[src/rtl/cpcam_pkg.sv]
package cpcam_pkg;
  // Node count of a full binary tree over a stride of s bits: 2^(s+1)-1
  function automatic int tree_bits(int s);
    return (1 << (s + 1)) - 1;
  endfunction
endpackage

[src/rtl/cpcam_match_array.sv]
module cpcam_match_array #(
  parameter int DEPTH = 16,
  parameter int CP_W  = 16,
  parameter int IDX_W = $clog2(DEPTH)
) (
  input  logic             clk,
  input  logic             rst_n,
  input  logic             wr_en,
  input  logic [IDX_W-1:0] wr_slot,
  input  logic [CP_W-1:0]  wr_key,
  input  logic             wr_live,
  input  logic [CP_W-1:0]  key,
  output logic [DEPTH-1:0] hit_vec,
  output logic [DEPTH-1:0] live_vec
);
  for (genvar g = 0; g < DEPTH; g++) begin : g_slot
    logic            live_q;
    logic [CP_W-1:0] key_q;
    logic            sel;
    assign sel = wr_en && (wr_slot == IDX_W'(g));

    always_ff @(posedge clk or negedge rst_n) begin
      if (!rst_n)   live_q <= 1'b0;
      else if (sel) live_q <= wr_live;
    end

    always_ff @(posedge clk) begin
      if (sel && wr_live) key_q <= wr_key;
    end

    assign hit_vec[g]  = live_q && (key_q == key);
    assign live_vec[g] = live_q;
  end


  empty_after_kill_chk: assert property (@(posedge clk) disable iff (!rst_n)
    (wr_en && !wr_live) |=> !live_vec[$past(wr_slot)]);

  live_after_store_chk: assert property (@(posedge clk) disable iff (!rst_n)
    (wr_en && wr_live) |=> live_vec[$past(wr_slot)]);
endmodule

[src/rtl/cpcam_low_enc.sv]
module cpcam_low_enc #(
  parameter int DEPTH = 16,
  parameter int IDX_W = $clog2(DEPTH)
) (
  input  logic             clk,
  input  logic             rst_n,
  input  logic [DEPTH-1:0] req,
  output logic             any,
  output logic [IDX_W-1:0] idx
);
  always_comb begin
    any = 1'b0;
    idx = '0;
    for (int i = DEPTH - 1; i >= 0; i--) begin
      if (req[i]) begin
        any = 1'b1;
        idx = IDX_W'(i);
      end
    end
  end


  enc_points_at_req_chk: assert property (@(posedge clk) disable iff (!rst_n)
    any |-> req[idx]);

  enc_is_lowest_chk: assert property (@(posedge clk) disable iff (!rst_n)
    any |-> ((req & ((DEPTH'(1) << idx) - DEPTH'(1))) == '0));

  enc_none_chk: assert property (@(posedge clk) disable iff (!rst_n)
    !any |-> (req == '0));
endmodule

[src/rtl/cpcam_row_mem.sv]
module cpcam_row_mem #(
  parameter int DEPTH  = 16,
  parameter int BMP_W  = 15,
  parameter int BASE_W = 16,
  parameter int IDX_W  = $clog2(DEPTH)
) (
  input  logic              clk,
  input  logic              rst_n,
  input  logic              wr_en,
  input  logic [IDX_W-1:0]  wr_slot,
  input  logic [BMP_W-1:0]  wr_bmp,
  input  logic [BASE_W-1:0] wr_base,
  input  logic              rd_en,
  input  logic [IDX_W-1:0]  rd_slot,
  output logic [BMP_W-1:0]  rd_bmp,
  output logic [BASE_W-1:0] rd_base
);
  logic [BMP_W-1:0]  bmp_mem  [DEPTH];
  logic [BASE_W-1:0] base_mem [DEPTH];

  always_ff @(posedge clk) begin
    if (wr_en) begin
      bmp_mem[wr_slot]  <= wr_bmp;
      base_mem[wr_slot] <= wr_base;
    end
  end

  always_ff @(posedge clk or negedge rst_n) begin
    if (!rst_n) begin
      rd_bmp  <= '0;
      rd_base <= '0;
    end else if (rd_en) begin
      rd_bmp  <= bmp_mem[rd_slot];
      rd_base <= base_mem[rd_slot];
    end
  end
endmodule

[src/rtl/cpcam_lookup.sv]
module cpcam_lookup #(
  parameter int ADDR_W   = 32,
  parameter int CP_W     = 16,
  parameter int STRIDE_W = 3,
  parameter int DEPTH    = 16,
  parameter int BASE_W   = 16,
  parameter int IDX_W    = $clog2(DEPTH),
  parameter int BMP_W    = cpcam_pkg::tree_bits(STRIDE_W)
) (
  input  logic                clk,
  input  logic                rst_n,
  input  logic                tw_en,
  input  logic [IDX_W-1:0]    tw_slot,
  input  logic [CP_W-1:0]     tw_key,
  input  logic [BMP_W-1:0]    tw_bitmap,
  input  logic [BASE_W-1:0]   tw_base,
  input  logic                tw_live,
  input  logic                lk_valid,
  output logic                lk_ready,
  input  logic [ADDR_W-1:0]   lk_addr,
  output logic                res_valid,
  input  logic                res_ready,
  output logic                res_hit,
  output logic [IDX_W-1:0]    res_idx,
  output logic [BMP_W-1:0]    res_bitmap,
  output logic [BASE_W-1:0]   res_base,
  output logic [STRIDE_W-1:0] res_stride
);
  localparam int LOW_W = ADDR_W - CP_W - STRIDE_W;

  logic [CP_W-1:0]     key;
  logic [STRIDE_W-1:0] stride_in;
  logic                unused_low;
  assign key        = lk_addr[ADDR_W-1 -: CP_W];
  assign stride_in  = lk_addr[ADDR_W-CP_W-1 -: STRIDE_W];
  assign unused_low = ^lk_addr[LOW_W-1:0];

  logic [DEPTH-1:0] hit_vec, live_vec;
  logic             any_hit;
  logic [IDX_W-1:0] hit_idx;

  cpcam_match_array #(.DEPTH(DEPTH), .CP_W(CP_W), .IDX_W(IDX_W)) match_i (
    .clk(clk), .rst_n(rst_n), .wr_en(tw_en), .wr_slot(tw_slot), .wr_key(tw_key),
    .wr_live(tw_live), .key(key), .hit_vec(hit_vec), .live_vec(live_vec));

  cpcam_low_enc #(.DEPTH(DEPTH), .IDX_W(IDX_W)) enc_i (
    .clk(clk), .rst_n(rst_n), .req(hit_vec), .any(any_hit), .idx(hit_idx));

  // Stage 1: compare result; stage 2: row read and result registers
  logic                s1_v, s1_hit;
  logic [IDX_W-1:0]    s1_idx;
  logic [STRIDE_W-1:0] s1_stride;
  logic                s2_v, s2_hit;
  logic [IDX_W-1:0]    s2_idx;
  logic [STRIDE_W-1:0] s2_stride;
  logic                adv, s1_take;

  assign adv      = !s2_v || res_ready;
  assign s1_take  = !s1_v || adv;
  assign lk_ready = s1_take;

  always_ff @(posedge clk or negedge rst_n) begin
    if (!rst_n) begin
      s1_v      <= 1'b0;
      s1_hit    <= 1'b0;
      s1_idx    <= '0;
      s1_stride <= '0;
    end else if (s1_take) begin
      s1_v      <= lk_valid;
      s1_hit    <= any_hit;
      s1_idx    <= hit_idx;
      s1_stride <= stride_in;
    end
  end

  always_ff @(posedge clk or negedge rst_n) begin
    if (!rst_n) begin
      s2_v      <= 1'b0;
      s2_hit    <= 1'b0;
      s2_idx    <= '0;
      s2_stride <= '0;
    end else if (adv) begin
      s2_v      <= s1_v;
      s2_hit    <= s1_v && s1_hit;
      s2_idx    <= s1_hit ? s1_idx : '0;
      s2_stride <= s1_stride;
    end
  end

  logic [BMP_W-1:0]  row_bmp;
  logic [BASE_W-1:0] row_base;

  cpcam_row_mem #(.DEPTH(DEPTH), .BMP_W(BMP_W), .BASE_W(BASE_W), .IDX_W(IDX_W)) rows_i (
    .clk(clk), .rst_n(rst_n), .wr_en(tw_en && tw_live), .wr_slot(tw_slot),
    .wr_bmp(tw_bitmap), .wr_base(tw_base), .rd_en(adv && s1_v && s1_hit),
    .rd_slot(s1_idx), .rd_bmp(row_bmp), .rd_base(row_base));

  assign res_valid  = s2_v;
  assign res_hit    = s2_hit;
  assign res_idx    = s2_idx;
  assign res_bitmap = s2_hit ? row_bmp  : '0;
  assign res_base   = s2_hit ? row_base : '0;
  assign res_stride = s2_stride;


  res_hold_chk: assert property (@(posedge clk) disable iff (!rst_n)
    (res_valid && !res_ready) |=> (res_valid && $stable(res_hit) && $stable(res_idx)
      && $stable(res_bitmap) && $stable(res_base) && $stable(res_stride)));

  miss_zero_chk: assert property (@(posedge clk) disable iff (!rst_n)
    (res_valid && !res_hit) |-> (res_idx == '0 && res_bitmap == '0 && res_base == '0));

  res_from_stage1_chk: assert property (@(posedge clk) disable iff (!rst_n)
    $rose(res_valid) |-> $past(s1_v));

  hit_slot_live_chk: assert property (@(posedge clk) disable iff (!rst_n)
    (s1_take && lk_valid && any_hit) |-> live_vec[hit_idx]);

  ready_when_empty_chk: assert property (@(posedge clk) disable iff (!rst_n)
    (!s1_v && !s2_v) |-> lk_ready);
endmodule

[config.mk]
export PLATFORM = sky130hd
export DESIGN_NAME = cpcam_lookup
export DESIGN_NICKNAME = d
export VERILOG_FILES = /design/src/rtl/cpcam_pkg.sv /design/src/rtl/cpcam_match_array.sv /design/src/rtl/cpcam_low_enc.sv /design/src/rtl/cpcam_row_mem.sv /design/src/rtl/cpcam_lookup.sv
export SDC_FILE = /design/constraint.sdc
export NUM_CORES = 1
export LEC_CHECK = 0
export ABC_AREA = 1
export ABC_CLOCK_PERIOD_IN_PS = 2200
export BUFFER_PORTS_ARGS = -buffer_cell sky130_fd_sc_hd__clkbuf_2
export CAP_MARGIN = 0
export CORE_AREA = 2 2 292 294
export DETAILED_ROUTE_END_ITERATION = 7
export DIE_AREA = 0 0 294 296
export SYNTH_ARGS = -nofsm -noshare
export SYNTH_HDL_FRONTEND = slang
export SYNTH_SLANG_ARGS = --single-unit
[constraint.sdc]
create_clock -name clk -period 2.2 [get_ports clk]
set_clock_uncertainty 0.2 [all_clocks]
set_input_delay 0.11 -clock clk [delete_from_list [all_inputs] [get_ports clk]]
set_output_delay 0.11 -clock clk [all_outputs]
set_load 0.005 [all_outputs]
# Word-level counts from Yosys, hierarchy flattened
# Memory sizes are Yosys's and may differ from the RTL's. A register that Yosys moved wholly into a read port is not among the register bits.
# Cells that the tools add are included.
# Widths: inputs -> output; s select.
# op_classes
n_eq_ne	31
mux	37
n_reduce_logical	59
# ops
op	n
$eq 16x16->1	16
$mux 4	17
$logic_and 1x1->1	52
$eq 4x4->1 const B	8
$mux 1	18
$eq 4x3->1 const B	4
$mux 16	1
$mux 15	1
$eq 4x2->1 const B	2
$eq 4x1->1 const B	1
$logic_not 1->1	4
$logic_not 4->1	1
$logic_or 1x1->1	2
# word_totals
regBits	290
ramBits	496
output_inout_bits	41
memories	2
# mem_list
name	words	width	read_ports	rd_clocked_by_memory_dff	wr	line_no	rtl
rows_i.base_mem	16	16	1	1	1	cpcam_row_mem.sv:19	logic [BASE_W-1:0] base_mem [DEPTH];
rows_i.bmp_mem	16	15	1	1	1	cpcam_row_mem.sv:18	logic [BMP_W-1:0] bmp_mem [DEPTH];

# Longest topological paths before layout
# Gate-level depths: netlist of the first run.
# depth
word_depth	18
mapped_depth	25

# Modules after synthesis
# Synthesis of the first run repeated with hierarchy kept, for this count alone.
# unflattened
hier_cells	3300
hier_area_um2	35245.1
# by_module_without_submodules
module	instances	cells_per_inst	area_each_um2	seq_area_each_um2
cpcam_row_mem	1	1784	21201.6	15670.0
cpcam_match_array	1	1323	12843.6	8087.8
cpcam_lookup	1	144	991.0	450.4
cpcam_low_enc	1	49	209.0	0.0

# Worst setup path after synthesis of the first run
# Ideal clock, no wire load.
# synth_path
path_kind	input to register
startpoint	input tw_en
endpoint	memory rows_i.base_mem[0][0], enable pin
setup_ns	0.419
arrival_time_ns	1.895
required_time_ns	1.581
setup_slack_ns	-0.314
cell_stages	4
n_path_buf	2
path_cell_list	nand2_1 -> clkbuf_1 -> clkbuf_1 -> nor2_1
# synth_via
elab_chain_len	3
# synth_rtl
item	line_no	rtl
start, declared	cpcam_lookup.sv:12	input logic tw_en,
$logic_and 1x1->1	cpcam_lookup.sv:94	.clk(clk), .rst_n(rst_n), .wr_en(tw_en && tw_live), .wr_slot(tw_slot),
$mux 1	cpcam_row_mem.sv:22	if (wr_en) begin
$mux 1 (implied by the code)	cpcam_row_mem.sv:24	base_mem[wr_slot] <= wr_base;
end, declared	cpcam_row_mem.sv:19	
# Every way passes these cells.

# Worst setup path after layout of the first run
# layout_path
startpoint	register match_i.g_slot[14].live_q
endpoint	register s1_idx[0]
# layout_via
elab_chain_len	16
# layout_rtl
item	line_no	rtl
start, declared	cpcam_match_array.sv:17	logic live_q;
start signal, assigned	cpcam_match_array.sv:24	else if (sel) live_q <= wr_live;
$logic_and 1x1->1	cpcam_match_array.sv:31	assign hit_vec[g] = live_q && (key_q == key);
$mux 4 (15 in series)	cpcam_low_enc.sv:15	if (req[i]) begin
end signal, assigned	cpcam_lookup.sv:71	s1_idx <= hit_idx;
end, declared	cpcam_lookup.sv:51	logic [IDX_W-1:0] s1_idx;
# Every way passes these cells.
# A chain may end at the register's enable or synchronous reset.

==> results of run 1 <==
## report_power, final
| part | internal [uW] | leakage, uW | total [uW] | switching [uW] |
|---|---|---|---|---|
| Sequential | 17400 | 0.00754 | 17700 | 272 |
| Clock | 8680 | 0.00143 | 14900 | 6260 |
| Combinational | 688 | 0.00536 | 1820 | 1130 |
| Total | 26800 | 0.0143 | 34400 | 7660 |
## final cells by class
type | count | share of cell area, %
flip-flops and latches | 817 | 60.0
multi-input cells | 1534 | 20.0
repair buffers | 365 | 8.17
clock buffers | 113 | 5.89
well taps | 1090 | 3.38
clock inverters | 52 | 1.49
inverters | 111 | 1.07
diodes | 1 | 0.00620
## worst reg2reg max path: stages, from the launching register on
cell     delay (ps)
dfrtp_1         460
o21ai_0         140
nor2_1          110
nand2_1          50
nor2_1          100
nand3_1         150
nand2_2         120
nand2_1          50
nand2_1          60
nand2_1          50
nand2_1          50
nand2_1          50
nand2_1          70
nand2_1          50
nand2_1          50
nand2_1          50
nand2_1          60
nand2_1          60
nand2_2          90
nand2_1          50
nand2_1          70
nand2_1          50
## state kept, by name, summed over array words and instances (netlist names)
| signal | count |
|---|---|
| rows_i.rd_base | 16 |
| res_hit | 1 |
| match_i.g_slot.live_q | 16 |
| s1_stride | 3 |
| rows_i.base_mem | 256 |
| match_i.g_slot.key_q | 256 |
| s1_idx | 4 |
| rows_i.rd_bmp | 15 |
| rows_i.bmp_mem | 240 |
| res_valid | 1 |
| s1_v | 1 |
| res_stride | 3 |
| res_idx | 4 |
| s1_hit | 1 |
## final timing paths
kind,start,endpoint,cells past startpoint
hold / removal,tw_live,match_i.g_slot[15].live_q$_DFFE_PN0P_,4
setup reg to reg,match_i.g_slot[14].live_q$_DFFE_PN0P_,s1_idx[0]$_DFFE_PN0P_,21
max in group asynchronous,rst_n,rows_i.rd_bmp[1]$_DFFE_PN0P_,4
hold reg to reg,s1_stride[0]$_DFFE_PN0P_,res_stride[0]$_DFFE_PN0N_,2
min in group asynchronous,rst_n,match_i.g_slot[4].live_q$_DFFE_PN0P_,4
setup / recovery,match_i.g_slot[14].live_q$_DFFE_PN0P_,s1_idx[0]$_DFFE_PN0P_,21
## cells in the mapped netlist, drive strengths merged
cell | instances | area share (%)
nor3 | 10 | 0.15
a221o | 2 | 0.060
a22o | 6 | 0.16
nand2 | 290 | 3.3
nor3b | 1 | 0.023
nand4 | 20 | 0.40
a21oi | 2 | 0.041
o21bai | 2 | 0.045
buf | 50 | 1.1
clkbuf | 101 | 1.1
o21ai | 369 | 5.6
nor2 | 438 | 5.0
a2111oi | 1 | 0.026
a221oi | 15 | 0.51
nand3 | 63 | 0.99
o221ai | 87 | 2.3
or2 | 22 | 0.41
o2111ai | 7 | 0.18
o31ai | 1 | 0.023
nor4 | 15 | 0.37
xor2 | 43 | 1.1
clkinv | 1 | 0.011
dfrtp | 65 | 4.9
edfxtp | 752 | 68
a211oi | 8 | 0.23
o22ai | 72 | 1.4
a31oi | 33 | 0.62
o211ai | 4 | 0.090
inv | 110 | 1.3
xnor2 | 22 | 0.58
a21boi | 1 | 0.023
## per-layer routing
layer	up-vias	routed length (um)
li1	10196	-
met1	11480	38600
met2	943	47600
met3	205	7030
met4	2	2910
met5	-	13
## repair_timing
action                                  in CTS  in global routing
gates resized for setup                     11                 15
hold buffers                                74                  0
pin swaps                                    5                  3
endpoints found under the setup margin      36                  6
hold endpoints to repair                   858                  0
## cell families (layout without fill, tap and decap cells)
family,after synthesis,count (layout)
AOI/OAI and AO/OA,610,610
xor gates and xnor gates,65,65
buffers and inverters,262,641
DFF,817,817
other,0,1
and+or+nand+nor,859,859
## metrics by stage
stage | cell area, um2 | setup TNS [ps] | hold slack, ps | utilization (%) | setup WS, ps
final | 40300 | -179 | 115 | 47.9 | -132
after global routing | 40300 | -677 | 138 | 47.9 | -286
after CTS | 40300 | -80.8 | 80.3 | 47.8 | -80.8
after detailed placement | 36500 | -1200 | -83.6 | 43.4 | -314
after global placement | 36500 | -1030 | -94.4 | 43.4 | -311
after floorplan | 33200 | -146230 | -386 | - | -314
==> flow_summary_export.csv, run 1 <==
group,metric,value,unit
grt,antenna_found_initial,3,
layout,layout_commonest_cell,"edfxtp_1",
timing,max_clock_freq,429,MHz
yosys,syn-instance-count,2613,
yosys,yosys.area_share.simple,10.6,%
worst_setup_path,critPathKind,"reg2reg",
cts,root_buffer,"clkbuf_16",
yosys,synth_xor_area_share,1.71,%
pwr,p_per_area,853,nW/um2
layout,drive_gt1_share,17.6,%
floorplanning,io_pins,130,
timing,period_minus_slack,2330,ps
grt,met3_usage,3.26,%
worst_setup_path,critPathMaxFanout,2,
cts,insertion_delay,670,ps
yosys,yosys.area_share.adder,0,%
layout,final_nets,3006,
drt,antenna_left,0,
place,gp_congestion,0.879,
min_path,hp-class,"in2reg",
cts,clk_pin_slew,60,ps
cts,postCtsSetupBuffers,0,
grt,grt.overflow.total,0,
worst_setup_path,path_delay_family,"simple AND/OR/NAND/NOR gates",
timing,rsz0062_at_grt,"true",
yosys,ys_ff_latch,817,
drt,via_count,22826,
worst_setup_path,rrSetupSlack,-130,ps
drt,dr.first_iter.drc_count,2361,
yosys,synth_area,33200,um2
timing,setup_viol,2,
timing,slew_headroom,48.5,%
cts,tritoncts,"done",
floorplanning,core_area,84200,um2
floorplanning,initial_utilization,39.4,%
drt,post_drt_wl_per_cell,23.6,um
floorplanning,die-area,87000,um2
yosys,synth_compound_area_share,11.2,%
worst_setup_path,crit_slowest_cell,"dfrtp_1",
floorplanning,die_y,296,um
timing,setup_ws,-132,ps
layout,nFillCells,7257,
place,port_buffers,116,
yosys,synth_mux_area_share,0,%
run_status,violations,"negative setup slack",
place,place_hpwl,54600,um
worst_setup_path,crit_chain,"o21ai_0 > nor2_1 > nand2_1 > nor2_1 > nand3_1 > nand2_2 > nand2_1 > nand2_1 > nand2_1 > nand2_1 > nand2_1 > nand2_1 > nand2_1 > nand2_1 > nand2_1 > nand2_1 > nand2_1 > nand2_2 > nand2_1 > nand2_1 > nand2_1",
yosys,syn_nets,2702,
grt,grt_pass1_vias,22731,
pwr,ir_drop,0.672,mV
place,dp_cells,3843,
floorplanning,fp-row-count,107,
grt,grt.total_usage,21.9,%
timing,fin_crit_sh,106,%
drt,vias_per_cell,5.59,
worst_setup_path,crit_arrival,2640,ps
layout,multi_input_area,8050,um2
grt,grt_max_degree,75,
cts,clock-sinks,817,
pwr,leakage,0.0143,uW
cts,clock_path_buffers,3,
timing,tightestPinTransition,772,ps
drt,first_pass_iters,5,
layout,seq_area,24200,um2
pwr,power,34400,uW
grt,use_met2,37.7,%
worst_setup_path,required,2510,ps
yosys,synth_warnings,0,
floorplanning,dieWidth,294,um
yosys,synth.distinct_cells,50,
grt,grt.busiest_layer,"met2",
cts,cts_htree_levels,3,
worst_setup_path,crit_top_cell,"nand2_1",
run_status,status,"finished with violations",
drt,wl,96200,um
cts,cts_made_buffers,88,
yosys,syn_area_per_cell,12.7,um2
worst_setup_path,setup.worst_path.start_class,"register",
grt,grt_pass1_wl,142000,um
timing,report.final.slew_viol_count,0,
job,drv_cap,0,
yosys,synth_top_family_by_area,"compound AO/OA/AOI/OAI gates",
worst_setup_path,max_stage_delay,460,ps
worst_setup_path,path_buf_inv,0,
drt,route.detailed.drc,0,
timing,hold_viol_final,0,
layout,post_layout_nonfiller_instances,4083,
worst_setup_path,end_kind,"register",
layout,layout_common_cells,"edfxtp_1, nor2_1, o21ai_0",
layout,area_delta_synth_final,21.5,%
grt,met1_usage,28.4,%
yosys,ys_seq_area_share,72.9,%
Power figures use the tool's default switching activity.
==> run 2: changes to the inputs <==
--- a/config.mk
+++ b/config.mk
@@ -9,9 +9,10 @@
 export ABC_CLOCK_PERIOD_IN_PS = 2200
 export BUFFER_PORTS_ARGS = -buffer_cell sky130_fd_sc_hd__clkbuf_2
 export CAP_MARGIN = 0
-export CORE_AREA = 2 2 292 294
+export CORE_AREA = 2 2 311 313
 export DETAILED_ROUTE_END_ITERATION = 7
-export DIE_AREA = 0 0 294 296
+export DIE_AREA = 0 0 313 315
+export GPL_TIMING_DRIVEN = 0
 export SYNTH_ARGS = -nofsm -noshare
 export SYNTH_HDL_FRONTEND = slang
 export SYNTH_SLANG_ARGS = --single-unit
==> flow_summary_export.csv, run 2 (synthesized netlist as in run 1, its figures left out) <==
group,metric,value,unit
run_status,status,"finished with violations",
run_status,violations,"negative hold slack, negative setup slack",
layout,nFillCells,8803,
timing,setup_viol,2,
grt,grt_pass1_vias,22417,
worst_setup_path,crit_slowest_cell,"edfxtp_1",
worst_setup_path,crit_chain,"nand2_1 > o21ai_1 > nor2_1 > nand2_1 > nor2_2 > nand3_1 > nand2_1 > nand2_2 > nand2_2 > nand2_2 > nand2_2 > nand2_1 > nand2_1 > nand2_1 > nand2_2 > nand2_1 > nand2_1 > nand2_1 > nand2_1 > nand2_1 > nand2_1 > nand2_1",
cts,root_buffer,"clkbuf_16",
cts,cts_made_buffers,90,
drt,vias_per_cell,5.42,
timing,fin_crit_sh,105,%
pwr,power.switching,7900,uW
layout,multi_input_area,8130,um2
drt,post_drt_wl_per_cell,25.0,um
worst_setup_path,end_kind,"register",
floorplanning,die-area,98600,um2
place,place_hpwl,68900,um
cts,tritoncts,"done",
layout,area_delta_synth_final,22.3,%
min_path,whs_path_depth,4,
grt,grt_pass1_wl,153000,um
place,place_ws,-1490,ps
worst_setup_path,crit_top_cell,"nand2_1",
worst_setup_path,worstRegToRegCells,22,
timing,tns,-138,ps
cts,clk_pin_slew,60,ps
grt,antenna_found_initial,5,
worst_setup_path,crit_arrival,2680,ps
layout,layout_common_cells,"edfxtp_1, nor2_1, o21ai_0",
pwr,ir_drop,0.633,mV
worst_setup_path,required,2570,ps
grt,grt.overflow.total,0,
timing,hold_viol_final,6,
layout,post_layout_nonfiller_instances,4304,
cts,clock-sinks,817,
timing,period_minus_slack,2310,ps
floorplanning,die_y,315,um
layout,drive_gt1_share,17.4,%
pwr,power_frac_seq,50.8,%
timing,tightestPinTransition,1210,ps
layout,seq_area,24200,um2
cts,clock_path_buffers,3,
drt,wl,107000,um
floorplanning,core_area,95700,um2
timing,whs,-12.0,ps
timing,report.final.slew_viol_count,0,
floorplanning,fp-row-count,114,
worst_setup_path,critPathKind,"reg2reg",
worst_setup_path,setup.worst_path.start_class,"register",
worst_setup_path,max_stage_delay,390,ps
cts,cts_htree_levels,3,
floorplanning,dieWidth,313,um
drt,antenna_left,0,
layout,final_nets,3041,
layout,final_core_util,42.4,%
pwr,p_clk_share,43.8,%
cts,insertion_delay,700,ps
job,drv_cap,0,
place,gp_congestion,0.890,
layout,layout_commonest_cell,"edfxtp_1",
pwr,internal_power,26800,uW
grt,grt_max_degree,43,
timing,rsz0062_at_grt,"true",
drt,first_pass_iters,6,
min_path,hp-class,"in2reg",
grt,grt.total_usage,21.4,%
pwr,combPwrFrac,5.4,%
drt,via_count,23313,
timing,slew_headroom,19.4,%
place,dp_cells,4020,
pwr,switching_share,22.7,%
pwr,leakage,0.0143,uW
pwr,p_per_area,855,nW/um2
drt,dr.first_iter.drc_count,2900,
place,port_buffers,110,
drt,route.detailed.drc,0,
timing,setup_ws,-108,ps
pwr,power,34700,uW
worst_setup_path,critPathMaxFanout,2,
layout,reg_top3,"match_i.g_slot.key_q: 256 flops, rows_i.base_mem: 256 flops, rows_i.bmp_mem: 240 flops",
floorplanning,initial_utilization,34.7,%
timing,max_clock_freq,433,MHz
floorplanning,io_pins,130,
[run 2: cell count changes in the layout (fill, tap and decap cells not counted), moves of 9 or more]
cell,delta
nor2_2,+12
nor2_1,-12
buf_2,+17
clkbuf_2,+34
buf_4,-82
clkbuf_4,+17
dlygate4sd3_1,+28
clkbuf_1,+23
buf_12,-35
buf_6,+22
clkbuf_8,+9
[run 2: area by class of cell]
class                           instances  area share (%)
Antenna cell                            1         0.00616
Buffer                                147            2.59
Clock buffer                          127            6.11
Clock inverter                         40            1.28
Inverter                              111            1.06
Multi-Input combinational cell       1534            20.0
Sequential cell                       817            59.6
Tap cell                             1276            3.93
Timing Repair Buffer                  251            5.39
[run 2: final timing paths]
kind / from / to / slack [ps]
min reg2reg: s1_stride[2]$_DFFE_PN0P_ / res_stride[2]$_DFFE_PN0N_ / 280
min: tw_slot[1] / rows_i.base_mem[13][6]$_DFFE_PP_ / -10
max: match_i.g_slot[14].key_q[7]$_DFFE_PP_ / s1_idx[0]$_DFFE_PN0P_ / -110
max in group asynchronous: rst_n / s1_idx[1]$_DFFE_PN0P_ / 1140
min in group asynchronous: rst_n / res_stride[0]$_DFFE_PN0N_ / 330
max reg2reg: match_i.g_slot[14].key_q[7]$_DFFE_PP_ / s1_idx[0]$_DFFE_PN0P_ / -110
[run 2: power groups by stage]
| stage | logic, uW | registers (uW) | clock network, uW |
|---|---|---|---|
| floorplan | 761 | 17800 | 0 |
| finish | 1880 | 17600 | 15200 |
| global route | 2040 | 17700 | 15900 |
| CTS | 1830 | 17600 | 15300 |
| global placement | 1530 | 17900 | 0 |
| detailed placement | 1600 | 17900 | 0 |
[run 2: timing repair]
| action | 4_1_cts | 5_1_grt |
|---|---|---|
| resized for setup | 154 | 105 |
| gates cloned | 0 | 0 |
| hold buffers | 98 | 8 |
| hold endpoints to repair | 985 | 42 |
| pin swaps | 10 | 32 |
| buffers inserted | 8 | 7 |
| endpoints found under the setup margin | 74 | 59 |
[run 2: per-stage QoR]
step | hold WS [ps] | cell area [um2]
6_report | -12.0 | 40600
5_1_grt | 22.2 | 40600
2_1_floorplan | -386 | 33200
3_5_place_dp | -87.4 | 35900
3_3_place_gp | 107 | 35300
4_1_cts | 1.57 | 40300
[run 2: layer usage]
layer	GRT usage, %	share of wire [%]
met1	27.7	39
met2	35.8	48
met3	3.94	8.7
met4	7.96	3.8
met5	0	0.031
[run 2: worst max-delay path: cells and delay by family, from the launching register on]
| family | cells | cell delay [ps] |
|---|---|---|
| AND/OR/NAND/NOR | 21 | 1550 |
| flip-flops | 1 | 390 |
| AO/OA/AOI/OAI | 1 | 60 |
==> run 3: changes to the inputs <==
--- a/config.mk
+++ b/config.mk
@@ -6,7 +6,7 @@
 export NUM_CORES = 1
 export LEC_CHECK = 0
 export ABC_AREA = 1
-export ABC_CLOCK_PERIOD_IN_PS = 2200
+export ABC_CLOCK_PERIOD_IN_PS = 2900
 export BUFFER_PORTS_ARGS = -buffer_cell sky130_fd_sc_hd__clkbuf_2
 export CAP_MARGIN = 0
 export CORE_AREA = 2 2 311 313
==> constraint.sdc (replaced) <==
create_clock -name clk -period 2.9 [get_ports clk]
set_clock_uncertainty 0.2 [all_clocks]
set_input_delay 0.145 -clock clk [delete_from_list [all_inputs] [get_ports clk]]
set_output_delay 0.145 -clock clk [all_outputs]
set_load 0.005 [all_outputs]
==> flow_summary_export.csv, run 3 (synthesized netlist as in run 1, its figures left out) <==
group,metric,value,unit
worst_setup_path,critPathKind,"reg2reg",
cts,insertion_delay,670,ps
floorplanning,core_area,95700,um2
drt,post_drt_wl_per_cell,24.7,um
floorplanning,initial_utilization,34.7,%
worst_setup_path,crit_end,"rows_i.rd_bmp[9]$_DFFE_PN0P_",
run_status,status,"finished with violations",
layout,reg_top3,"match_i.g_slot.key_q: 256 flops, rows_i.base_mem: 256 flops, rows_i.bmp_mem: 240 flops",
worst_setup_path,crit_slowest_cell,"dfrtp_1",
timing,hold_viol_final,0,
cts,tritoncts,"done",
min_path,hp-class,"in2reg",
place,dp_cells,4019,
job,drv_cap,0,
timing,setup_viol,1,
cts,cts_made_buffers,88,
layout,multi_input_area,8000,um2
grt,grt.overflow.total,0,
pwr,p_per_area,650,nW/um2
layout,layout_common_cells,"edfxtp_1, nor2_1, o21ai_0",
timing,rsz0062_at_grt,"true",
grt,grt_pass1_vias,22101,
timing,report.final.slew_viol_count,0,
worst_setup_path,cp_num_cells,7,
pwr,leakage,0.0138,uW
floorplanning,dieWidth,313,um
worst_setup_path,rrSetupSlack,-9,ps
layout,final_nets,2996,
floorplanning,fp-row-count,114,
worst_setup_path,critPathMaxFanout,10,
worst_setup_path,worstRegToRegCells,7,
worst_setup_path,cp-startpoint,"s1_idx[0]$_DFFE_PN0P_",
place,place_hpwl,68400,um
worst_setup_path,path_buf_inv,3,
layout,post_layout_nonfiller_instances,4258,
floorplanning,die_y,315,um
cts,clock_path_buffers,3,
floorplanning,die-area,98600,um2
drt,first_pass_iters,6,
timing,fin_crit_sh,100,%
layout,layout_commonest_cell,"edfxtp_1",
drt,antenna_left,0,
cts,root_buffer,"clkbuf_16",
worst_setup_path,r2r-end,"rows_i.rd_bmp[9]$_DFFE_PN0P_",
cts,clk_pin_slew,60,ps
drt,wl,105000,um
worst_setup_path,max_stage_delay,560,ps
worst_setup_path,setup.worst_path.start_class,"register",
worst_setup_path,end_kind,"register",
layout,antenna_cells,0,
run_status,violations,"negative setup slack",
worst_setup_path,crit_arrival,3290,ps
timing,period_minus_slack,2910,ps
pwr,power,25700,uW
timing,slew_headroom,8.35,%
worst_setup_path,crit_top_cell,"buf_2",
drt,route.detailed.drc,0,
place,gp_congestion,0.897,
drt,dr.first_iter.drc_count,2772,
layout,seq_area,24200,um2
timing,max_clock_freq,344,MHz
pwr,ir_drop,0.457,mV
layout,nFillCells,8808,
min_path,hp-start,"lk_addr[16]",
grt,grt.total_usage,21.0,%
layout,drive_gt1_share,14.2,%
timing,setup_ws,-8.57,ps
cts,clock-sinks,817,
timing,tightestPinTransition,1370,ps
grt,grt_pass1_wl,151000,um
worst_setup_path,crit_chain,"buf_2 > buf_2 > clkbuf_4 > o21ai_0 > o221ai_1 > nand3_2 > a31oi_1",
grt,grt_max_degree,34,
cts,cts_htree_levels,3,
place,port_buffers,110,
layout,area_delta_synth_final,19.3,%
worst_setup_path,r2r-start,"s1_idx[0]$_DFFE_PN0P_",
grt,antenna_found_initial,4,
worst_setup_path,path_delay_family,"buffers and inverters",
drt,via_count,22900,
worst_setup_path,required,3280,ps
floorplanning,io_pins,130,
drt,vias_per_cell,5.38,
run 3: worst min path at each step:
stage / to / depth (start not counted) / slack (ps)
floorplan: match_i.g_slot[0].live_q$_DFFE_PN0P_ / 0 / -350
global placement: s1_stride[0]$_DFFE_PN0P_ / 3 / 150
detailed placement: res_stride[2]$_DFFE_PN0N_ / 1 / 0.03
CTS: s1_idx[1]$_DFFE_PN0P_ / 7 / 10
global route: s1_idx[1]$_DFFE_PN0P_ / 7 / 90
finish: s1_idx[1]$_DFFE_PN0P_ / 7 / 30
run 3: stage by stage:
step	util, %	TNS [ps]	hold WS, ps	worst slack [ps]	instance area, um2
after floorplan	-	0	-351	351	33200
after detailed placement	37.5	-16510	0.0264	-869	35900
after global placement	36.9	-881280	146	-1900	35300
after global routing	41.4	-454	87.9	-29.8	39600
after CTS	41.3	0	13.6	3.62	39600
final	41.4	-8.57	31.8	-8.57	39600
run 3: cell type report:
| class | instances | share of cell area, % |
|---|---|---|
| well taps | 1276 | 4.03 |
| flip-flops and latches | 817 | 61.1 |
| inverters | 111 | 1.07 |
| plain buffers | 150 | 1.98 |
| multi-input cells | 1534 | 20.2 |
| repair buffers | 205 | 4.38 |
| clock buffers | 111 | 6.06 |
| clock inverters | 54 | 1.13 |
run 3: what timing repair did:
action / in CTS / in global routing
pin swaps: 0 / 0
buffers inserted: 0 / 0
hold buffers: 75 / 0
cloned: 0 / 0
hold endpoints to repair: 868 / 0
resized for setup: 29 / 22
endpoints found under the setup margin: 40 / 63
run 3: worst min-delay path, cell delays in order:
cell	delay, ps
buf_6	130
xnor2_1	90
nand4_1	110
nor4_2	50
nand3_2	90
a31oi_1	100
o21ai_1	120
run 3: routing by layer:
layer | GRT usage [%] | vias to the layer above | wire length, um
li1 | - | 10174 | -
met1 | 28.1 | 11398 | 42600
met2 | 34.4 | 1116 | 49900
met3 | 3.53 | 210 | 8740
met4 | 7.94 | 2 | 3730
met5 | 0 | - | 10
run 3: power breakdown:
part | total, uW | internal, uW | switching (uW)
Combinational | 1320 | 444 | 878
Sequential | 13400 | 13200 | 193
Clock | 11000 | 6260 | 4760
